**src/rtl/serial_rx_pkg.sv**
```systemverilog
package serial_rx_pkg;
  typedef enum logic [2:0] {
    ST_IDLE,
    ST_START,
    ST_DATA,
    ST_PAR,
    ST_STOP
  } rx_state_e;

  function automatic logic [3:0] data_bits(input logic [1:0] wlen);
    return 4'd5 + {2'b00, wlen};
  endfunction
endpackage

```
**src/rtl/rx_line_sync.sv**
```systemverilog
module rx_line_sync (
  input  logic clk,
  input  logic rst_n,
  input  logic rx_in,
  input  logic invert,
  output logic line
);
  logic [1:0] stage;

  always_ff @(posedge clk or negedge rst_n) begin
    if (!rst_n) stage <= 2'b11;
    else        stage <= {stage[0], rx_in ^ invert};
  end

  assign line = stage[1];
endmodule

```
**src/rtl/rx_frame_fsm.sv**
```systemverilog
module rx_frame_fsm
  import serial_rx_pkg::*;
#(
  parameter int OVS    = 16,
  parameter int DATA_W = 8
) (
  input  logic              clk,
  input  logic              rst_n,
  input  logic              tick,
  input  logic              line,
  input  logic [3:0]        nbits,
  input  logic              par_en,
  input  logic              par_even,
  input  logic              par_stick,
  output logic              done,
  output logic [DATA_W-1:0] char_out,
  output logic              par_bad,
  output logic              stop_bad
);
  localparam int CNT_W = $clog2(OVS);
  localparam int IDX_W = $clog2(DATA_W + 1);
  localparam logic [CNT_W-1:0] MID  = CNT_W'(OVS / 2 - 1);
  localparam logic [CNT_W-1:0] LAST = CNT_W'(OVS - 1);

  rx_state_e         state;
  logic [CNT_W-1:0]  cnt;
  logic [IDX_W-1:0]  idx;
  logic [DATA_W-1:0] shreg;
  logic              dpar;
  logic              pbit;
  logic              armed;
  logic              last_bit;

  assign last_bit = (idx == IDX_W'(nbits - 4'd1));

  always_ff @(posedge clk or negedge rst_n) begin
    if (!rst_n) begin
      state    <= ST_IDLE;
      cnt      <= '0;
      idx      <= '0;
      shreg    <= '0;
      dpar     <= 1'b0;
      pbit     <= 1'b0;
      armed    <= 1'b0;
      done     <= 1'b0;
      stop_bad <= 1'b0;
    end else begin
      done <= 1'b0;
      case (state)
        ST_IDLE: begin
          if (line) armed <= 1'b1;
          if (tick && !line && armed) begin
            state <= ST_START;
            cnt   <= '0;
            armed <= 1'b0;
          end
        end
        ST_START: if (tick) begin
          if (cnt == MID) begin
            cnt <= '0;
            if (!line) begin
              state <= ST_DATA;
              idx   <= '0;
              dpar  <= 1'b0;
              shreg <= '0;
            end else begin
              state <= ST_IDLE;
              armed <= 1'b1;
            end
          end else cnt <= cnt + 1'b1;
        end
        ST_DATA: if (tick) begin
          if (cnt == LAST) begin
            cnt   <= '0;
            shreg <= {line, shreg[DATA_W-1:1]};
            dpar  <= dpar ^ line;
            idx   <= idx + 1'b1;
            if (last_bit) state <= par_en ? ST_PAR : ST_STOP;
          end else cnt <= cnt + 1'b1;
        end
        ST_PAR: if (tick) begin
          if (cnt == LAST) begin
            cnt   <= '0;
            pbit  <= line;
            state <= ST_STOP;
          end else cnt <= cnt + 1'b1;
        end
        ST_STOP: if (tick) begin
          if (cnt == LAST) begin
            cnt      <= '0;
            done     <= 1'b1;
            stop_bad <= !line;
            armed    <= line;
            state    <= ST_IDLE;
          end else cnt <= cnt + 1'b1;
        end
        default: state <= ST_IDLE;
      endcase
    end
  end

  // Right-align the received bits: the first bit ends up in bit 0.
  always_comb begin
    char_out = shreg >> (4'd8 - nbits);
    if (!par_en)        par_bad = 1'b0;
    else if (par_stick) par_bad = (pbit == par_even);
    else                par_bad = ((dpar ^ pbit) == par_even);
  end

  // a start bit that is high again at mid-bit falls back to idle
  a_r2_false_start: assert property (@(posedge clk) disable iff (!rst_n)
    (state == ST_START && tick && cnt == MID && line) |=> (state == ST_IDLE));

  // five-bit words never carry bits above the word length
  a_r1_upper_zero: assert property (@(posedge clk) disable iff (!rst_n)
    (done && nbits == 4'd5) |-> (char_out[7:5] == 3'b000));
endmodule

```
**src/rtl/rx_break_det.sv**
```systemverilog
module rx_break_det #(
  parameter int OVS = 16
) (
  input  logic       clk,
  input  logic       rst_n,
  input  logic       tick,
  input  logic       line,
  input  logic [3:0] nbits,
  input  logic       par_en,
  output logic       brk_hit
);
  localparam int BW = $clog2(OVS * 12 + 2);

  logic [BW-1:0] low_cnt;
  logic [BW-1:0] limit;

  always_comb begin
    limit   = BW'(OVS) * BW'(4'd2 + nbits + {3'b000, par_en});
    brk_hit = tick && !line && (low_cnt == limit);
  end

  always_ff @(posedge clk or negedge rst_n) begin
    if (!rst_n)               low_cnt <= '0;
    else if (line)            low_cnt <= '0;
    else if (tick && low_cnt <= limit) low_cnt <= low_cnt + 1'b1;
  end
endmodule

```
**src/rtl/rx_err_flags.sv**
```systemverilog
module rx_err_flags (
  input  logic clk,
  input  logic rst_n,
  input  logic set_par,
  input  logic set_frm,
  input  logic set_brk,
  input  logic clr_par,
  input  logic clr_frm,
  input  logic clr_brk,
  output logic par_flag,
  output logic frm_flag,
  output logic brk_flag
);
  always_ff @(posedge clk or negedge rst_n) begin
    if (!rst_n) begin
      par_flag <= 1'b0;
      frm_flag <= 1'b0;
      brk_flag <= 1'b0;
    end else begin
      par_flag <= set_par | (par_flag & ~clr_par);
      frm_flag <= set_frm | (frm_flag & ~clr_frm);
      brk_flag <= set_brk | (brk_flag & ~clr_brk);
    end
  end

  // flags hold without a clear
  a_r7_sticky_par: assert property (@(posedge clk) disable iff (!rst_n)
    (par_flag && !clr_par) |=> par_flag);
  a_r7_sticky_frm: assert property (@(posedge clk) disable iff (!rst_n)
    (frm_flag && !clr_frm) |=> frm_flag);
  a_r7_sticky_brk: assert property (@(posedge clk) disable iff (!rst_n)
    (brk_flag && !clr_brk) |=> brk_flag);
endmodule

```
**src/rtl/serial_rx_core.sv**
```systemverilog
module serial_rx_core
  import serial_rx_pkg::*;
#(
  parameter int OVS    = 16,
  parameter int DATA_W = 8
) (
  input  logic              clk,
  input  logic              rst_n,
  input  logic              baud_tick,
  input  logic              rx_in,
  input  logic [1:0]        cfg_wlen,
  input  logic              cfg_par_en,
  input  logic              cfg_par_even,
  input  logic              cfg_par_stick,
  input  logic              cfg_rx_inv,
  output logic [DATA_W-1:0] rx_data,
  output logic              rx_valid,
  input  logic              rx_ready,
  input  logic              clr_parity,
  input  logic              clr_frame,
  input  logic              clr_break,
  output logic              err_parity,
  output logic              err_frame,
  output logic              err_break,
  output logic              line_irq
);
  logic              line_s;
  logic [3:0]        nbits;
  logic              done;
  logic [DATA_W-1:0] char_w;
  logic              par_bad;
  logic              stop_bad;
  logic              brk_hit;

  assign nbits = data_bits(cfg_wlen);

  rx_line_sync u_sync (
    .clk    (clk),
    .rst_n  (rst_n),
    .rx_in  (rx_in),
    .invert (cfg_rx_inv),
    .line   (line_s)
  );

  rx_frame_fsm #(.OVS(OVS), .DATA_W(DATA_W)) u_fsm (
    .clk       (clk),
    .rst_n     (rst_n),
    .tick      (baud_tick),
    .line      (line_s),
    .nbits     (nbits),
    .par_en    (cfg_par_en),
    .par_even  (cfg_par_even),
    .par_stick (cfg_par_stick),
    .done      (done),
    .char_out  (char_w),
    .par_bad   (par_bad),
    .stop_bad  (stop_bad)
  );

  rx_break_det #(.OVS(OVS)) u_brk (
    .clk     (clk),
    .rst_n   (rst_n),
    .tick    (baud_tick),
    .line    (line_s),
    .nbits   (nbits),
    .par_en  (cfg_par_en),
    .brk_hit (brk_hit)
  );

  rx_err_flags u_flags (
    .clk      (clk),
    .rst_n    (rst_n),
    .set_par  (done & par_bad),
    .set_frm  (done & stop_bad),
    .set_brk  (brk_hit),
    .clr_par  (clr_parity),
    .clr_frm  (clr_frame),
    .clr_brk  (clr_break),
    .par_flag (err_parity),
    .frm_flag (err_frame),
    .brk_flag (err_break)
  );

  // Output holding stage: a new character always replaces the old one.
  always_ff @(posedge clk or negedge rst_n) begin
    if (!rst_n) begin
      rx_valid <= 1'b0;
      rx_data  <= '0;
    end else if (done) begin
      rx_valid <= 1'b1;
      rx_data  <= char_w;
    end else if (rx_ready) begin
      rx_valid <= 1'b0;
    end
  end

  assign line_irq = err_parity | err_frame | err_break;

  // an accepted character leaves unless another one lands
  a_r10_accept: assert property (@(posedge clk) disable iff (!rst_n)
    (rx_valid && rx_ready && !done) |=> !rx_valid);

  // an unaccepted character holds its value
  a_r10_hold: assert property (@(posedge clk) disable iff (!rst_n)
    (rx_valid && !rx_ready && !done) |=> (rx_valid && $stable(rx_data)));

  // the break flag can only rise while the line is low
  a_r6_break_low: assert property (@(posedge clk) disable iff (!rst_n)
    $rose(err_break) |-> !line_s);
endmodule

```
**config.mk**
```make
export PLATFORM = sky130hd
export DESIGN_NAME = serial_rx_core
export DESIGN_NICKNAME = d
export VERILOG_FILES = /design/src/rtl/serial_rx_pkg.sv /design/src/rtl/rx_line_sync.sv /design/src/rtl/rx_frame_fsm.sv /design/src/rtl/rx_break_det.sv /design/src/rtl/rx_err_flags.sv /design/src/rtl/serial_rx_core.sv
export SDC_FILE = /design/constraint.sdc
export NUM_CORES = 1
export LEC_CHECK = 0
export BUFFER_PORTS_ARGS = -buffer_cell sky130_fd_sc_hd__buf_2
export CAP_MARGIN = 20
export CORE_UTILIZATION = 40
export CTS_BUF_LIST = sky130_fd_sc_hd__clkbuf_2
export CTS_CLUSTER_SIZE = 16
export DETAILED_ROUTE_END_ITERATION = 6
export PLACE_DENSITY = 0.67
export SYNTH_ARGS = -nofsm -noshare
export SYNTH_HDL_FRONTEND = slang
export SYNTH_SLANG_ARGS = --single-unit
```
**constraint.sdc**
```tcl
create_clock -name clk -period 2.3 [get_ports clk]
set_input_delay 0.345 -clock clk [delete_from_list [all_inputs] [get_ports clk]]
set_output_delay 0.345 -clock clk [all_outputs]
set_load 0.01 [all_outputs]
```
Word level (Yosys, flattened, before mapping)
Cells that the tools add are included.
{"block": "word_totals", "reg_bits": 46, "input_bits": 14, "out_inout_bits": 13, "wordCells": 135}
{"block": "classes", "n_addsub": 8, "n_lt_le_gt_ge": 1, "n_eq_ne": 22, "shifts": 1, "muxes": 53, "n_bitwise": 16, "reduce_logical": 18}
{"cell": "$mux 8", "n": 7}
{"cell": "$mux 4", "n": 10}
{"cell": "$mux 3", "n": 11}
{"cell": "$mux 1", "n": 18}
{"cell": "$pmux 8 s2", "n": 1}
{"cell": "$pmux 3 s5", "n": 1}
{"cell": "$ne 2x1->1 const B", "n": 7}
{"cell": "$pmux 4 s3", "n": 1}
{"cell": "$ne 2x2->1 const B", "n": 5}
{"cell": "$reduce_and 10->1", "n": 1}
{"cell": "$add 4x1->4 const B", "n": 2}
{"cell": "$add 8x1->8 const B", "n": 1}
{"cell": "$eq 8x8->1", "n": 1}
{"cell": "$le 8x8->1", "n": 1}
{"cell": "$pmux 4 s2", "n": 1}
{"cell": "$shr 8x4->8", "n": 1}
{"cell": "$eq 3x2->1 const B", "n": 2}
{"cell": "$reduce_and 3->1", "n": 2}
{"cell": "$reduce_and 6->1", "n": 1}
{"cell": "$reduce_bool 2->1", "n": 3}
{"cell": "$reduce_bool 3->1", "n": 2}
{"cell": "$and 1x1->1", "n": 5}
{"cell": "$or 1x1->1", "n": 5}
{"cell": "$reduce_and 5->1", "n": 1}
{"cell": "21 further kinds", "n": 29}

Logic depth before layout (Yosys ltp)
{"block": "depth", "word_depth": 7, "ltp_mapped": 13}

Modules after synthesis
Synthesis repeated with hierarchy kept, for this count alone.
{"block": "hier_totals", "cells_unflattened": 278, "hier_area_um2": 2859.0}
{"mod": "rx_frame_fsm", "n_inst": 1, "cells_per_inst": 169, "area_per_inst_um2": 1636.6, "seq_area_each_um2": 600.6}
{"mod": "rx_break_det", "n_inst": 1, "cells_per_inst": 70, "area_per_inst_um2": 633.1, "seq_area_each_um2": 200.2}
{"mod": "serial_rx_core", "n_inst": 1, "cells_per_inst": 27, "area_per_inst_um2": 419.2, "seq_area_each_um2": 225.2}
{"mod": "rx_err_flags", "n_inst": 1, "cells_per_inst": 9, "area_per_inst_um2": 108.9, "seq_area_each_um2": 75.1}
{"mod": "rx_line_sync", "n_inst": 1, "cells_per_inst": 3, "area_per_inst_um2": 61.3, "seq_area_each_um2": 52.6}

Least setup slack after synthesis
OpenSTA, ideal clock, no wires.
{"block": "synth_timing", "path_type": "in2reg", "startpoint": "input cfg_wlen[0]", "endpoint": "register u_brk.low_cnt[3]", "setup_time_ns": 0.078, "arrival_time_ns": 3.262, "required_time_ns": 2.222, "path_slack_ns": -1.040, "cell_stages": 12, "path_buffers": 2, "path_cell_list": "clkbuf_1 > inv_1 > ha_1 > buf_1 > inv_1 > ha_1 > ha_1 > nor2b_1 > o211ai_1 > a32oi_1 > or3_1 > a21oi_1"}
{"block": "synth_via", "elab_chain_len": 6}
{"element": "start, declared", "line": "serial_rx_core.sv:11", "source": "input logic [1:0] cfg_wlen,"}
{"element": "$add 3x2->4", "line": "serial_rx_pkg.sv:11", "source": "return 4'd5 + {2'b00, wlen};"}
{"element": "$add 2x4->4", "line": "rx_break_det.sv:18", "source": "limit = BW'(OVS) * BW'(4'd2 + nbits + {3'b000, par_en});"}
{"element": "$add 4x1->4", "line": "rx_break_det.sv:18"}
{"element": "$le 8x8->1", "line": "rx_break_det.sv:25", "source": "else if (tick && low_cnt <= limit) low_cnt <= low_cnt + 1'b1;"}
{"element": "$logic_and 1x1->1", "line": "rx_break_det.sv:25"}
{"element": "$reduce_bool 2->1 (no source line)"}
{"element": "end signal, assigned", "line": "rx_break_det.sv:25"}
{"element": "end, declared", "line": "rx_break_det.sv:14", "source": "logic [BW-1:0] low_cnt;"}
Every way passes these cells.
A chain may end at the register's enable or synchronous reset.

Final worst setup path
{"block": "layout_timing", "startpoint": "input cfg_wlen[0]", "endpoint": "register u_brk.low_cnt[0]"}
Same word-level chain as after synthesis.

==> metrics.cfg <==
[die]
boundaryPins=27
fp.dieArea_sq_um=6870
core-area_sq_um=6310
rows=29
initial_cell_density_of_the_core_pct=41.4
die_w_microns=82.9
die_height_microns=82.9

[pwr]
p_int_mw=1.51
p_sw_mw=0.842
powerDensity_nw_per_um2=769
sw_share_pct=35.8
clock_power_share_pct=18.3
power_share_of_the_sequential_group_pct=46.3
p_comb_share_pct=35.4
leakagePower_nw=1.42
design_power_mw=2.35
ir_drop_mv=0.549

[layout]
diodes=0
drive_gt1_share_pct=23.0
nNetsFinal=349
utilization_pct=48.4
n_fill_cell=603
stdcell_area_sq_um=3060
synthToLayoutAreaGrowth_pct=16.8

[clock_tree]
cts.reportedPaths.clkPinSlew_ps=230
cts_made_buffers=5
cts.sinks=46
cts_root_buffer=sky130_fd_sc_hd__clkbuf_2
clk-insertion-delay-late_ps=430
cts_tree=built
post-cts-setup-buffer-count=0
ctsLongestPathBuffers=2
cts-htree-levels=2

[synth]
syn-num-nets=308
synthArstFlopShare_pct=100
yosys_warnings=0
synthesis.instances=281
synth_cell_types=50
synth_seq_cells=46
share_of_synthesized_area_occupied_by_flip_flops_and_latches_pct=44.1
syn_area_per_cell_sq_um=9.31
syn-cell-area_sq_um=2620
number_of_enable_type_register_cells_in_the_synthesized_netlist=0
ys.flop_type=sky130_fd_sc_hd__dfrtp_1

[run]
maxCapViolCount=0

[place]
detailed_place_hpwl_mm=4.02
routabilityCongestion=0.822
placement.setup.worst_slack_ps=-237
io_buffers=26
dpl-instance-area_sq_um=2980

[critical_path]
timing.critical_path.slowest_stage_cell=sky130_fd_sc_hd__a32oi_2
destination_of_the_worst_register_to_register_timing_path=u_fsm.idx[3]
required_ps=2590
critPathMaxFanout=8
reg2reg_setup_slack_ps=320
worstSetupEndpointType=flop
timing.reg2reg.worst_path_depth=5
max_stage_delay_ps=380
worst_setup_path_start_kind=primary input
crit_path_cell_trace=buf_2, inv_6, ha_4, inv_4, ha_4, ha_4, nor2b_1, o211ai_1, a32oi_2, buf_4, xnor2_1, nor2_1
worst_path_class_setup=in2reg
rr_startpoint=u_fsm.state[1]
worst_ep_arrival_time_ps=2410
timing.critical_path.mode_cell=sky130_fd_sc_hd__ha_4

[run_status]
run_status=finished, final reports clean

[sta]
fin_crit_sh_pct=92.1
worst_slew_pin_slew_ps=509
setup_ws_ps=181
rsz0062_at_grt=no
final-setup-viol-count=0
clock.fmax_mhz=472
slew_violations=0
clock_skew_ps=39.5
timing.final.hold_violations=0
fin_worst_hold_slack_ps=60.1
finalWorstPathRequiredPeriod_ps=2120
slew_headroom_pct=66.1

[hold_path]
worst_hold_startpoint=clr_frame
min_path_type=in2reg
timing.hold.worst_endpoint=u_flags.frm_flag
min_delay_path_depth=2

[global_route]
grt_first_pass_wirelength_mm=9.56
globalRoute.totalOverflow=0
antenna_found_initial=0
grt.total_usage_pct=17.2
grt_max_degree=23
grt_pass1_vias=2051

[drt]
drc=0
postRouteWirelength_mm=5.41
drt_iter0_drc=133
drt-wirelength-per-cell_microns=13.6
dr.pass1.iters=4
via_count=2097
vias_per_cell=5.26
antenna_left=0

-- power by group through the flow --
stage | Sequential, mW | Combinational [mW] | Clock, mW
2_1_floorplan | 1.05 | 0.663 | 0
3_3_place_gp | 1.10 | 0.807 | 0
3_5_place_dp | 1.10 | 0.826 | 0
4_1_cts | 1.08 | 0.831 | 0.447
5_1_grt | 1.11 | 0.943 | 0.476
6_report | 1.09 | 0.833 | 0.429
-- cells by family after synthesis --
group	share of synthesized area, %
AOI/OAI and AO/OA	14.9
and+or+nand+nor	18.0
DFF	44.1
buffers and inverters	6.07
xor gates and xnor gates	4.35
muxes	6.36
adders and majority gates	6.22
-- metal layers --
metal	track usage [%]	vias to the layer above	wire length [microns]
li1	-	1054	-
met1	23.9	986	2680
met2	27.3	52	2460
met3	3.28	5	209
met4	5.64	0	63
met5	0	-	0
-- final cells by class --
cell class | count | area [sq um] | share of cell area (%)
clock inverter | 2 | 33.8 | 1.11
multi-input combinational | 197 | 1350 | 44.3
timing repair buffer | 47 | 293 | 9.58
clock buffer | 5 | 25.0 | 0.819
inverter | 25 | 101 | 3.32
tap | 77 | 96.3 | 3.15
sequential | 46 | 1150 | 37.7
-- through the flow --
step	setup TNS [ps]	std cells
final	0	399
after global routing	0	399
after CTS	0	398
after detailed placement	-1350	390
after global placement	-804	390
after floorplan	-899	281
-- sequential cells by signal, indices dropped and copies added (netlist names) --
register	flops
rx_data	8
rx_valid	1
u_brk.low_cnt	8
u_flags.brk_flag	1
u_flags.frm_flag	1
u_flags.par_flag	1
u_fsm.armed	1
u_fsm.cnt	4
u_fsm.done	1
u_fsm.dpar	1
u_fsm.idx	4
u_fsm.pbit	1
u_fsm.shreg	8
u_fsm.state	3
u_fsm.stop_bad	1
u_sync.stage	2
-- cell usage in the layout, fill, tap and decap left out, types with 3 or more instances in the layout --
master,instances
sky130_fd_sc_hd__or3_1,6
sky130_fd_sc_hd__nand3_1,16
sky130_fd_sc_hd__mux4_2,5
sky130_fd_sc_hd__clkbuf_2,5
sky130_fd_sc_hd__o21ai_0,24
sky130_fd_sc_hd__xor2_1,7
sky130_fd_sc_hd__o22ai_1,3
sky130_fd_sc_hd__mux2_2,3
sky130_fd_sc_hd__nor2_1,13
sky130_fd_sc_hd__and3_1,3
sky130_fd_sc_hd__xnor2_1,6
sky130_fd_sc_hd__ha_4,3
sky130_fd_sc_hd__inv_1,23
sky130_fd_sc_hd__a21oi_1,16
sky130_fd_sc_hd__ha_1,10
sky130_fd_sc_hd__nand2_1,42
sky130_fd_sc_hd__buf_2,26
sky130_fd_sc_hd__dfrtp_1,44
sky130_fd_sc_hd__nand4_1,4
sky130_fd_sc_hd__buf_4,19
-- critical path, delay by kind of cell --
kind / cells / cell delay [ps]
AND/OR/NAND/NOR: 2 / 200
XOR/XNOR: 1 / 110
buffers and inverters: 4 / 420
AO/OA/AOI/OAI: 2 / 550
adder cells (fa/ha/maj): 3 / 770
-- what timing repair did --
item / in CTS / in global routing
endpoints found under the hold margin: 19 / 1
gates resized for setup: 0 / 0
hold buffers: 1 / 1
-- cells in the mapped netlist, drive strengths merged (3+ instances only) --
cell    instances  area [sq um]
xnor2           6          52.6
nand2          42           158
nand3          17          90.1
o21ai          25           129
mux2            3          33.8
ha             13           163
mux4            5           113
and3            3          18.8
nand4           4          25.0
clkbuf          6          22.5
xor2            7          61.3
o22ai           3          18.8
inv            25          93.8
nor2           13          48.8
buf             7          42.5
or3             6          37.5
dfrtp          44          1100
a21oi          16          80.1
-- how the worst max path moves through the flow --
| stage | slack, ps | startpoint | to | depth (start not counted) |
|---|---|---|---|---|
| 2_1_floorplan | -220 | cfg_wlen[0] | u_brk.low_cnt[2] | 12 |
| 4_1_cts | 210 | cfg_wlen[0] | u_brk.low_cnt[2] | 12 |
| 6_report | 180 | cfg_wlen[0] | u_brk.low_cnt[0] | 12 |
| 3_3_place_gp | -170 | cfg_wlen[0] | u_brk.low_cnt[2] | 12 |
| 3_5_place_dp | -240 | cfg_wlen[0] | u_brk.low_cnt[2] | 12 |
| 5_1_grt | 80 | cfg_wlen[0] | u_brk.low_cnt[2] | 10 |
No activity file was read; power rests on OpenSTA's default activity.
